`src/rtl/vsr_pkg.sv`:
```
`timescale 1ns/1ps
package vsr_pkg;
  localparam logic [5:0] AM_SGL = 6'h09;
  localparam logic [5:0] AM_BLK = 6'h08;
  typedef enum logic [1:0] {KIND_NONE, KIND_SGL, KIND_BLK} kind_e;
  typedef enum logic [2:0] {S_IDLE, S_SKIP, S_WAIT, S_XFER, S_ACK, S_TAIL} state_e;
endpackage

```
`src/rtl/vsr_sync.sv`:
```
`timescale 1ns/1ps
module vsr_sync #(
  parameter int W = 1,
  parameter logic [W-1:0] INIT = '0
) (
  input  logic         clk,
  input  logic         rst,
  input  logic [W-1:0] d,
  output logic [W-1:0] q
);
  logic [W-1:0] stage1;
  always_ff @(posedge clk) begin
    if (rst) begin
      stage1 <= INIT;
      q      <= INIT;
    end else begin
      stage1 <= d;
      q      <= stage1;
    end
  end
endmodule

```
`src/rtl/vsr_decode.sv`:
```
`timescale 1ns/1ps
module vsr_decode
  import vsr_pkg::*;
#(
  parameter int AW  = 32,
  parameter int WIN = 8
) (
  input  logic [AW-1:1]     addr,
  input  logic              lword_n,
  input  logic [5:0]        am,
  input  logic [AW-WIN-1:0] base,
  output kind_e             kind
);
  logic hit;
  assign hit = (addr[AW-1:WIN] == base);

  always_comb begin
    kind = KIND_NONE;
    if (hit && !lword_n) begin
      if (am == AM_SGL && !addr[1])
        kind = KIND_SGL;
      else if (am == AM_BLK && addr[2:1] == 2'b00)
        kind = KIND_BLK;
    end
  end
endmodule

```
`src/rtl/vsr_bank.sv`:
```
`timescale 1ns/1ps
module vsr_bank #(
  parameter int DW    = 32,
  parameter int DEPTH = 32,
  localparam int IW   = $clog2(DEPTH)
) (
  input  logic          clk,
  input  logic          we,
  input  logic [IW-1:0] idx,
  input  logic [DW-1:0] wdata,
  output logic [DW-1:0] q
);
  logic [DW-1:0] mem [DEPTH];
  always_ff @(posedge clk) begin
    if (we) mem[idx] <= wdata;
    q <= mem[idx];
  end
endmodule

```
`src/rtl/vsr_engine.sv`:
```
`timescale 1ns/1ps
module vsr_engine
  import vsr_pkg::*;
#(
  parameter int WIN = 8
) (
  input  logic           clk,
  input  logic           rst,
  input  logic           as_n,
  input  logic           ds0_n,
  input  logic           ds1_n,
  input  logic           write_n,
  input  kind_e          kind,
  input  logic [WIN-1:1] offs,
  output logic [WIN-1:0] ptr,
  output logic           blk,
  output logic           rd,
  output logic           xfer,
  output logic           ack,
  output logic           ack_done,
  output logic           bsel
);
  localparam logic [WIN-1:0] STEP = WIN'(8);

  state_e state;
  logic   addr_done;
  logic   beat_data;
  logic   ds_on, ds_off;

  assign ds_on    = !ds0_n && !ds1_n;
  assign ds_off   = ds0_n && ds1_n;
  assign xfer     = (state == S_XFER);
  assign ack_done = (state == S_ACK) && ds_off;

  always_ff @(posedge clk) begin
    if (rst) begin
      state     <= S_IDLE;
      ptr       <= '0;
      blk       <= 1'b0;
      rd        <= 1'b0;
      ack       <= 1'b0;
      bsel      <= 1'b0;
      addr_done <= 1'b0;
      beat_data <= 1'b0;
    end else begin
      bsel <= 1'b0;
      case (state)
        S_IDLE: if (!as_n) begin
          if (kind != KIND_NONE) begin
            state     <= S_WAIT;
            blk       <= (kind == KIND_BLK);
            rd        <= write_n;
            ptr       <= {offs, 1'b0};
            addr_done <= 1'b0;
            bsel      <= 1'b1;
          end else begin
            state <= S_SKIP;
          end
        end
        S_SKIP: if (as_n) state <= S_IDLE;
        S_WAIT: begin
          if (as_n) state <= S_IDLE;
          else if (ds_on) begin
            if (blk && !addr_done) begin
              state     <= S_ACK;
              ack       <= 1'b1;
              beat_data <= 1'b0;
              addr_done <= 1'b1;
            end else begin
              state <= S_XFER;
            end
          end
        end
        S_XFER: begin
          state     <= S_ACK;
          ack       <= 1'b1;
          beat_data <= 1'b1;
        end
        S_ACK: if (ds_off) begin
          ack <= 1'b0;
          if (blk && beat_data) ptr <= ptr + STEP;
          state <= blk ? S_WAIT : S_TAIL;
        end
        S_TAIL: if (as_n) state <= S_IDLE;
        default: state <= S_IDLE;
      endcase
    end
  end


  dtack_hold_chk: assert property (@(posedge clk) disable iff (rst)
    (ack && !(ds0_n && ds1_n)) |=> ack);


  blk_step_chk: assert property (@(posedge clk) disable iff (rst)
    (state == S_ACK && ds_off && blk && beat_data) |=> (ptr == $past(ptr) + STEP));


  bsel_pulse_chk: assert property (@(posedge clk) disable iff (rst)
    bsel |=> !bsel);


  addr_beat_chk: assert property (@(posedge clk) disable iff (rst)
    (state == S_XFER) |-> (!blk || addr_done));
endmodule

```
`src/rtl/vme_slave_responder.sv`:
```
`timescale 1ns/1ps
module vme_slave_responder
  import vsr_pkg::*;
#(
  parameter int AW  = 32,
  parameter int WIN = 8
) (
  input  logic              clk,
  input  logic              rst,
  input  logic [AW-WIN-1:0] base_i,
  input  logic [5:0]        bus_am_i,
  input  logic [AW-1:1]     bus_a_i,
  input  logic              bus_lword_n_i,
  input  logic              bus_as_n_i,
  input  logic              bus_ds0_n_i,
  input  logic              bus_ds1_n_i,
  input  logic              bus_write_n_i,
  input  logic [AW-1:0]     bus_d_i,
  output logic [AW-1:0]     bus_d_o,
  output logic              bus_d_oe,
  output logic [AW-1:1]     bus_a_o,
  output logic              bus_lword_n_o,
  output logic              bus_a_oe,
  output logic              bus_dtack_pull,
  output logic              bsel_o,
  output logic [WIN-1:0]    lcl_addr_o,
  output logic [2*AW-1:0]   lcl_wdata_o,
  output logic [1:0]        lcl_we_o
);
  localparam int DW    = AW;
  localparam int DEPTH = 2 ** (WIN - 3);
  localparam int BUS_W = 6 + (AW - 1) + 1 + DW;

  logic [BUS_W-1:0] bus_s;
  logic [3:0]       stb_s;
  logic [5:0]       am_s;
  logic [AW-1:1]    a_s;
  logic             lw_s;
  logic [DW-1:0]    d_s;

  vsr_sync #(.W(BUS_W), .INIT('0)) u_sync_bus (
    .clk(clk), .rst(rst),
    .d({bus_am_i, bus_a_i, bus_lword_n_i, bus_d_i}), .q(bus_s));
  vsr_sync #(.W(4), .INIT(4'hF)) u_sync_stb (
    .clk(clk), .rst(rst),
    .d({bus_as_n_i, bus_ds0_n_i, bus_ds1_n_i, bus_write_n_i}), .q(stb_s));

  assign {am_s, a_s, lw_s, d_s} = bus_s;

  kind_e          kind;
  logic [WIN-1:0] ptr;
  logic           blk, rd, xfer, ack, ack_done;

  vsr_decode #(.AW(AW), .WIN(WIN)) u_decode (
    .addr(a_s), .lword_n(lw_s), .am(am_s), .base(base_i), .kind(kind));

  vsr_engine #(.WIN(WIN)) u_engine (
    .clk(clk), .rst(rst),
    .as_n(stb_s[3]), .ds0_n(stb_s[2]), .ds1_n(stb_s[1]), .write_n(stb_s[0]),
    .kind(kind), .offs(a_s[WIN-1:1]),
    .ptr(ptr), .blk(blk), .rd(rd), .xfer(xfer), .ack(ack),
    .ack_done(ack_done), .bsel(bsel_o));

  logic [1:0]    we_b;
  logic [DW-1:0] wd_b [2];
  logic [DW-1:0] q_b  [2];

  always_comb begin
    wd_b[0] = d_s;
    wd_b[1] = blk ? {a_s, lw_s} : d_s;
    we_b[0] = xfer && !rd && (blk || !ptr[2]);
    we_b[1] = xfer && !rd && (blk || ptr[2]);
  end

  for (genvar b = 0; b < 2; b++) begin : g_bank
    vsr_bank #(.DW(DW), .DEPTH(DEPTH)) u_bank (
      .clk(clk), .we(we_b[b]), .idx(ptr[WIN-1:3]),
      .wdata(wd_b[b]), .q(q_b[b]));
  end

  always_ff @(posedge clk) begin
    if (rst) begin
      bus_d_oe      <= 1'b0;
      bus_a_oe      <= 1'b0;
      bus_d_o       <= '0;
      bus_a_o       <= '0;
      bus_lword_n_o <= 1'b1;
      lcl_we_o      <= '0;
      lcl_addr_o    <= '0;
      lcl_wdata_o   <= '0;
    end else begin
      if (xfer && rd) begin
        bus_d_oe                 <= 1'b1;
        bus_a_oe                 <= blk;
        bus_d_o                  <= (blk || !ptr[2]) ? q_b[0] : q_b[1];
        {bus_a_o, bus_lword_n_o} <= q_b[1];
      end else if (ack_done) begin
        bus_d_oe <= 1'b0;
        bus_a_oe <= 1'b0;
      end
      lcl_we_o <= we_b;
      if (|we_b) begin
        lcl_addr_o  <= ptr;
        lcl_wdata_o <= {wd_b[1], wd_b[0]};
      end
    end
  end

  assign bus_dtack_pull = ack;


  reset_quiet_chk: assert property (@(posedge clk)
    rst |=> (!bus_dtack_pull && !bus_d_oe && !bus_a_oe && !bsel_o));


  drive_needs_ack_chk: assert property (@(posedge clk) disable iff (rst)
    bus_d_oe |-> bus_dtack_pull);


  addr_drive_chk: assert property (@(posedge clk) disable iff (rst)
    bus_a_oe |-> bus_d_oe);
endmodule

```
`config.mk`:
```
export PLATFORM = sky130hd
export DESIGN_NAME = vme_slave_responder
export DESIGN_NICKNAME = d
export VERILOG_FILES = /design/src/rtl/vsr_pkg.sv /design/src/rtl/vsr_sync.sv /design/src/rtl/vsr_decode.sv /design/src/rtl/vsr_bank.sv /design/src/rtl/vsr_engine.sv /design/src/rtl/vme_slave_responder.sv
export SDC_FILE = /design/constraint.sdc
export NUM_CORES = 2
export LEC_CHECK = 0
export BUFFER_PORTS_ARGS = -buffer_cell sky130_fd_sc_hd__buf_2
export CORE_ASPECT_RATIO = 0.75
export CORE_MARGIN = 1.5
export CORE_UTILIZATION = 40
export DETAILED_ROUTE_END_ITERATION = 10
export PLACE_DENSITY = 0.68
export SKIP_CTS_REPAIR_TIMING = 1
export SYNTH_ARGS = -nofsm -noshare
export SYNTH_HDL_FRONTEND = slang
export SYNTH_SLANG_ARGS = --single-unit
```
`constraint.sdc`:
```
create_clock -name clk -period 3.5 [get_ports clk]
set_input_delay 0.175 -clock clk [delete_from_list [all_inputs] [get_ports clk]]
set_output_delay 0.175 -clock clk [all_outputs]
set_load 0.03 [all_outputs]
```
==> metrics <==
die outline height=410 um; R2R Setup Slk=0.60 ns; maximum clock frequency=0.345 GHz; placement row count=149; area delta synth->final=16.9%; CTS tree=done; Longest Clk Path Bufs=3; Clk pwr share=43.7%; average size of a mapped cell=20.3 um2; total buffers and inverters traversed by the critical path=0; die width=546 um; part of the total power dissipated in sequential elements=55.1%; startpoint of the worst register-to-register path=u_sync_bus.q[33]; Setup CP Type=reg2reg; logic gate share of total power=1.2%; Skew-Pair Late Insertion Delay=0.87 ns; CTS Buf Count=230; post-detailed-route count of antenna-violating nets=0; die area=0.224 mm2; final standard cell count with taps included and fillers excluded=7989; result of the run=completed; number of global-route vias before repair=44600; unique cell type count in the Yosys netlist=49; max-cap violation count=0; summed negative setup slack over all endpoints=0 ns; net switching power=11.3 mW; Final Hold Violating Endpoints=0; CP delay by family, top=simple AND/OR/NAND/NOR gates; number of placed instances, taps included=7452; final setup skew=0.0593 ns; # H-tree levels=4; core region area=0.220 mm2; remaining global-route overflow=0; Placer Congestion=0.833; total power of the final layout=56.7 mW; net count reported at finish=4932; main flop type after synthesis=sky130_fd_sc_hd__edfxtp_1; residual DRC count=0; largest driver fanout on the critical path=7; wire length of the first global-routing pass=331 mm; number of cells on the worst hold path=7; effective utilization at floorplan=40.2%; dpl hpwl=141 mm; total detailed-routing wirelength=235 mm; average vias per placed instance=5.73; Worst path max stage delay=0.65 ns; share of final-layout standard cells stronger than drive strength 1=27.8%; number of DRC markers after the initial detailed-route iteration=6518; total number of clock tree sinks=2415; number of instances in the synthesized netlist=4352; number of enable flip-flop cells after synthesis=2048; leakage power figure=34.8 nW; Reg clk slew, reported paths=0.06 ns; CP max-delay cell=sky130_fd_sc_hd__or4_4; cell-by-cell listing of the critical path=nor3_1 > nand2_1 > or4_4 > nor4b_4 > o21ai_2 > mux2_4; Syn Std Cell Area=0.0884 mm2; portion of the clock cycle consumed by the worst path in the final layout=82.9%; placed instance area=0.0949 mm2; Yosys warning count=0; maximum resistive drop on vdd=0.498 mV; power density of the placed cells=548 mW/mm2; Hold WC Path Type=in2reg; post-route standard cell area excluding fillers=0.103 mm2; worst setup path startpoint=u_sync_bus.q[33]; register bit count reported by yosys=2415; top-level I/O count=242; internal power of the cells=45.4 mW; fraction of power spent switching nets=20.0%; setup-violating endpoint count in the final report=0; Crit. path cell count=6; register area share after synthesis=77.8%; Post-Place Setup Slack=0.558 ns; largest net degree at the start of global routing=108; overall track demand over capacity in global routing=20.7%; capturing point of the worst reg2reg path=u_engine.ptr[4]; R2R depth=6; number of nets in the synthesized netlist=4456; required time of the critical path=4.22 ns; minimum setup slack in the final design=0.599 ns; clock root buffer master=sky130_fd_sc_hd__clkbuf_16; data arrival time of the worst path=3.62 ns; kind of end point of the critical path=flop; number of iterations in the first detailed-routing pass=6; capturing instance or port of the critical path=u_engine.ptr[4]; hold_ws=0.0139 ns; worst-case headroom to the max-slew limit=23.2%; fin crit period=2.90 ns; Max Slew Vio Count=0; actual slew at the worst max-slew pin=1.15 ns; post-synthesis async set-or-reset flop share=0%; DR vias=45700; fraction of the core area covered by cells at the end of the flow=47.0%; average detailed-routed wire length per instance=29.5 um; count of input and output buffers=240; antenna violations before repair=6; critical path startpoint category=flop; setup repair after global routing missed its margin=no
-- Yosys cell counts (3+ instances only) --
cell                       number  area [um2]
sky130_fd_sc_hd__edfxtp_1    2048       61500
sky130_fd_sc_hd__mux2_2        32         360
sky130_fd_sc_hd__or2_2         10        62.6
sky130_fd_sc_hd__nand3b_1       3        22.5
sky130_fd_sc_hd__clkbuf_1     168         631
sky130_fd_sc_hd__o211ai_1       3        22.5
sky130_fd_sc_hd__nor3_1        10        50.1
sky130_fd_sc_hd__and3b_1        3        26.3
sky130_fd_sc_hd__ha_1           4        50.1
sky130_fd_sc_hd__a21oi_1      116         581
sky130_fd_sc_hd__o21ai_0        5        25.0
sky130_fd_sc_hd__a211oi_1      32         240
sky130_fd_sc_hd__mux2i_1       32         320
sky130_fd_sc_hd__a22oi_1      258        1940
sky130_fd_sc_hd__mux4_2       512       11500
sky130_fd_sc_hd__and3_1         3        18.8
sky130_fd_sc_hd__dfxtp_1      367        7350
sky130_fd_sc_hd__buf_2         46         230
sky130_fd_sc_hd__o21ai_1        5        25.0
sky130_fd_sc_hd__nand2_1      235         882
sky130_fd_sc_hd__xnor2_1       24         210
sky130_fd_sc_hd__nand2b_1       4        25.0
sky130_fd_sc_hd__nor2b_1      145         907
sky130_fd_sc_hd__nor3b_1        3        22.5
sky130_fd_sc_hd__nand3_1       15        75.1
sky130_fd_sc_hd__nor2_1       124         465
sky130_fd_sc_hd__nand4_1       78         488
sky130_fd_sc_hd__buf_1         41         154
-- cell families (layout without fill, tap and decap cells) --
logic type      after synthesis  after routing  share of synthesized area, %
compound gates              426            426                          3.27
xor+xnor                     24             24                         0.238
fa+ha+maj                     4              4                        0.0566
buf+inv                     258            943                          1.16
flops                      2415           2415                          77.8
mux                         577            577                          13.8
other cells                   1              9                       0.00424
simple gates                647            647                          3.60
-- worst min path at each step --
stage	from	to	slack, ns
after detailed placement	bus_write_n_i	u_sync_stb.stage1[0]	0.38
after CTS	bus_write_n_i	u_sync_stb.stage1[0]	-0.55
after global placement	bus_write_n_i	u_sync_stb.stage1[0]	0.37
after global routing	bus_write_n_i	u_sync_stb.stage1[0]	0.03
final	base_i[19]	u_engine.bsel	0.01
after floorplan	bus_write_n_i	u_sync_stb.stage1[0]	0.28
-- tightest hold or removal path, stage by stage --
cell and delay, ns:
sky130_fd_sc_hd__buf_2 0.10, sky130_fd_sc_hd__xnor2_1 0.09, sky130_fd_sc_hd__nand4_1 0.08, sky130_fd_sc_hd__or4_4 0.18
sky130_fd_sc_hd__nor4b_4 0.10, sky130_fd_sc_hd__nand2_1 0.07, sky130_fd_sc_hd__nor2_1 0.04
-- layer usage --
metal | global-route usage, % | wire, um | up-vias
li1 | - | - | 18700
met5 | 0 | 13 | -
met3 | 4.50 | 24400 | 385
met1 | 28.6 | 91900 | 24000
met2 | 31.8 | 108000 | 2659
met4 | 8.29 | 10700 | 2
-- cell usage in the layout (no fill, tap or decap), types with 10 or more instances in the layout --
cell type,instances
sky130_fd_sc_hd__dlygate4sd3_1,88
sky130_fd_sc_hd__clkinv_1,33
sky130_fd_sc_hd__a22oi_1,258
sky130_fd_sc_hd__nand2_1,235
sky130_fd_sc_hd__mux4_2,512
sky130_fd_sc_hd__mux2i_1,32
sky130_fd_sc_hd__clkinv_2,38
sky130_fd_sc_hd__bufinv_16,14
sky130_fd_sc_hd__or2_2,10
sky130_fd_sc_hd__buf_2,240
sky130_fd_sc_hd__mux2_2,32
sky130_fd_sc_hd__xnor2_1,24
sky130_fd_sc_hd__a21oi_1,116
sky130_fd_sc_hd__clkbuf_16,235
sky130_fd_sc_hd__buf_4,115
sky130_fd_sc_hd__nand4_1,78
sky130_fd_sc_hd__a211oi_1,32
sky130_fd_sc_hd__clkbuf_1,64
sky130_fd_sc_hd__nor2_4,66
sky130_fd_sc_hd__nor2b_1,145
sky130_fd_sc_hd__nor2_1,58
sky130_fd_sc_hd__buf_12,56
sky130_fd_sc_hd__edfxtp_1,2048
sky130_fd_sc_hd__clkbuf_8,25
sky130_fd_sc_hd__dfxtp_1,364
sky130_fd_sc_hd__nand3_1,14
-- sequential cells by signal, summed over array words and instances, names as in the netlist --
register	flops
bus_a_o	31
u_sync_stb.stage1	4
u_sync_bus.q	70
u_engine.state	3
bus_d_oe	1
g_bank.u_bank.mem	2048
lcl_we_o	2
u_engine.beat_data	1
u_engine.rd	1
u_engine.addr_done	1
u_sync_stb.q	4
u_engine.ptr	7
bus_d_o	32
bus_lword_n_o	1
lcl_addr_o	7
g_bank.u_bank.q	64
bus_a_oe	1
u_engine.ack	1
u_engine.blk	1
u_sync_bus.stage1	70
u_engine.bsel	1
lcl_wdata_o	64
-- power groups by stage --
stage               logic (mW)  clock network (mW)  registers (mW)
global route             0.735                26.1            31.2
detailed placement       0.604                   0            31.8
floorplan                0.246                   0            31.8
CTS                      0.604                25.0            31.2
finish                   0.686                24.8            31.2
global placement         0.578                   0            31.8
-- area by class of cell --
| class | count | area, um2 |
|---|---|---|
| Inverter | 2 | 7.51 |
| Clock buffer | 333 | 6510 |
| Sequential cell | 2415 | 68900 |
| Timing Repair Buffer | 500 | 4080 |
| Antenna cell | 8 | 20.0 |
| Multi-Input combinational cell | 1679 | 19100 |
| Fill cell | 17800 | 116000 |
| Tap cell | 2944 | 3680 |
| Clock inverter | 108 | 1110 |
No activity file was read; power rests on OpenSTA's default activity.
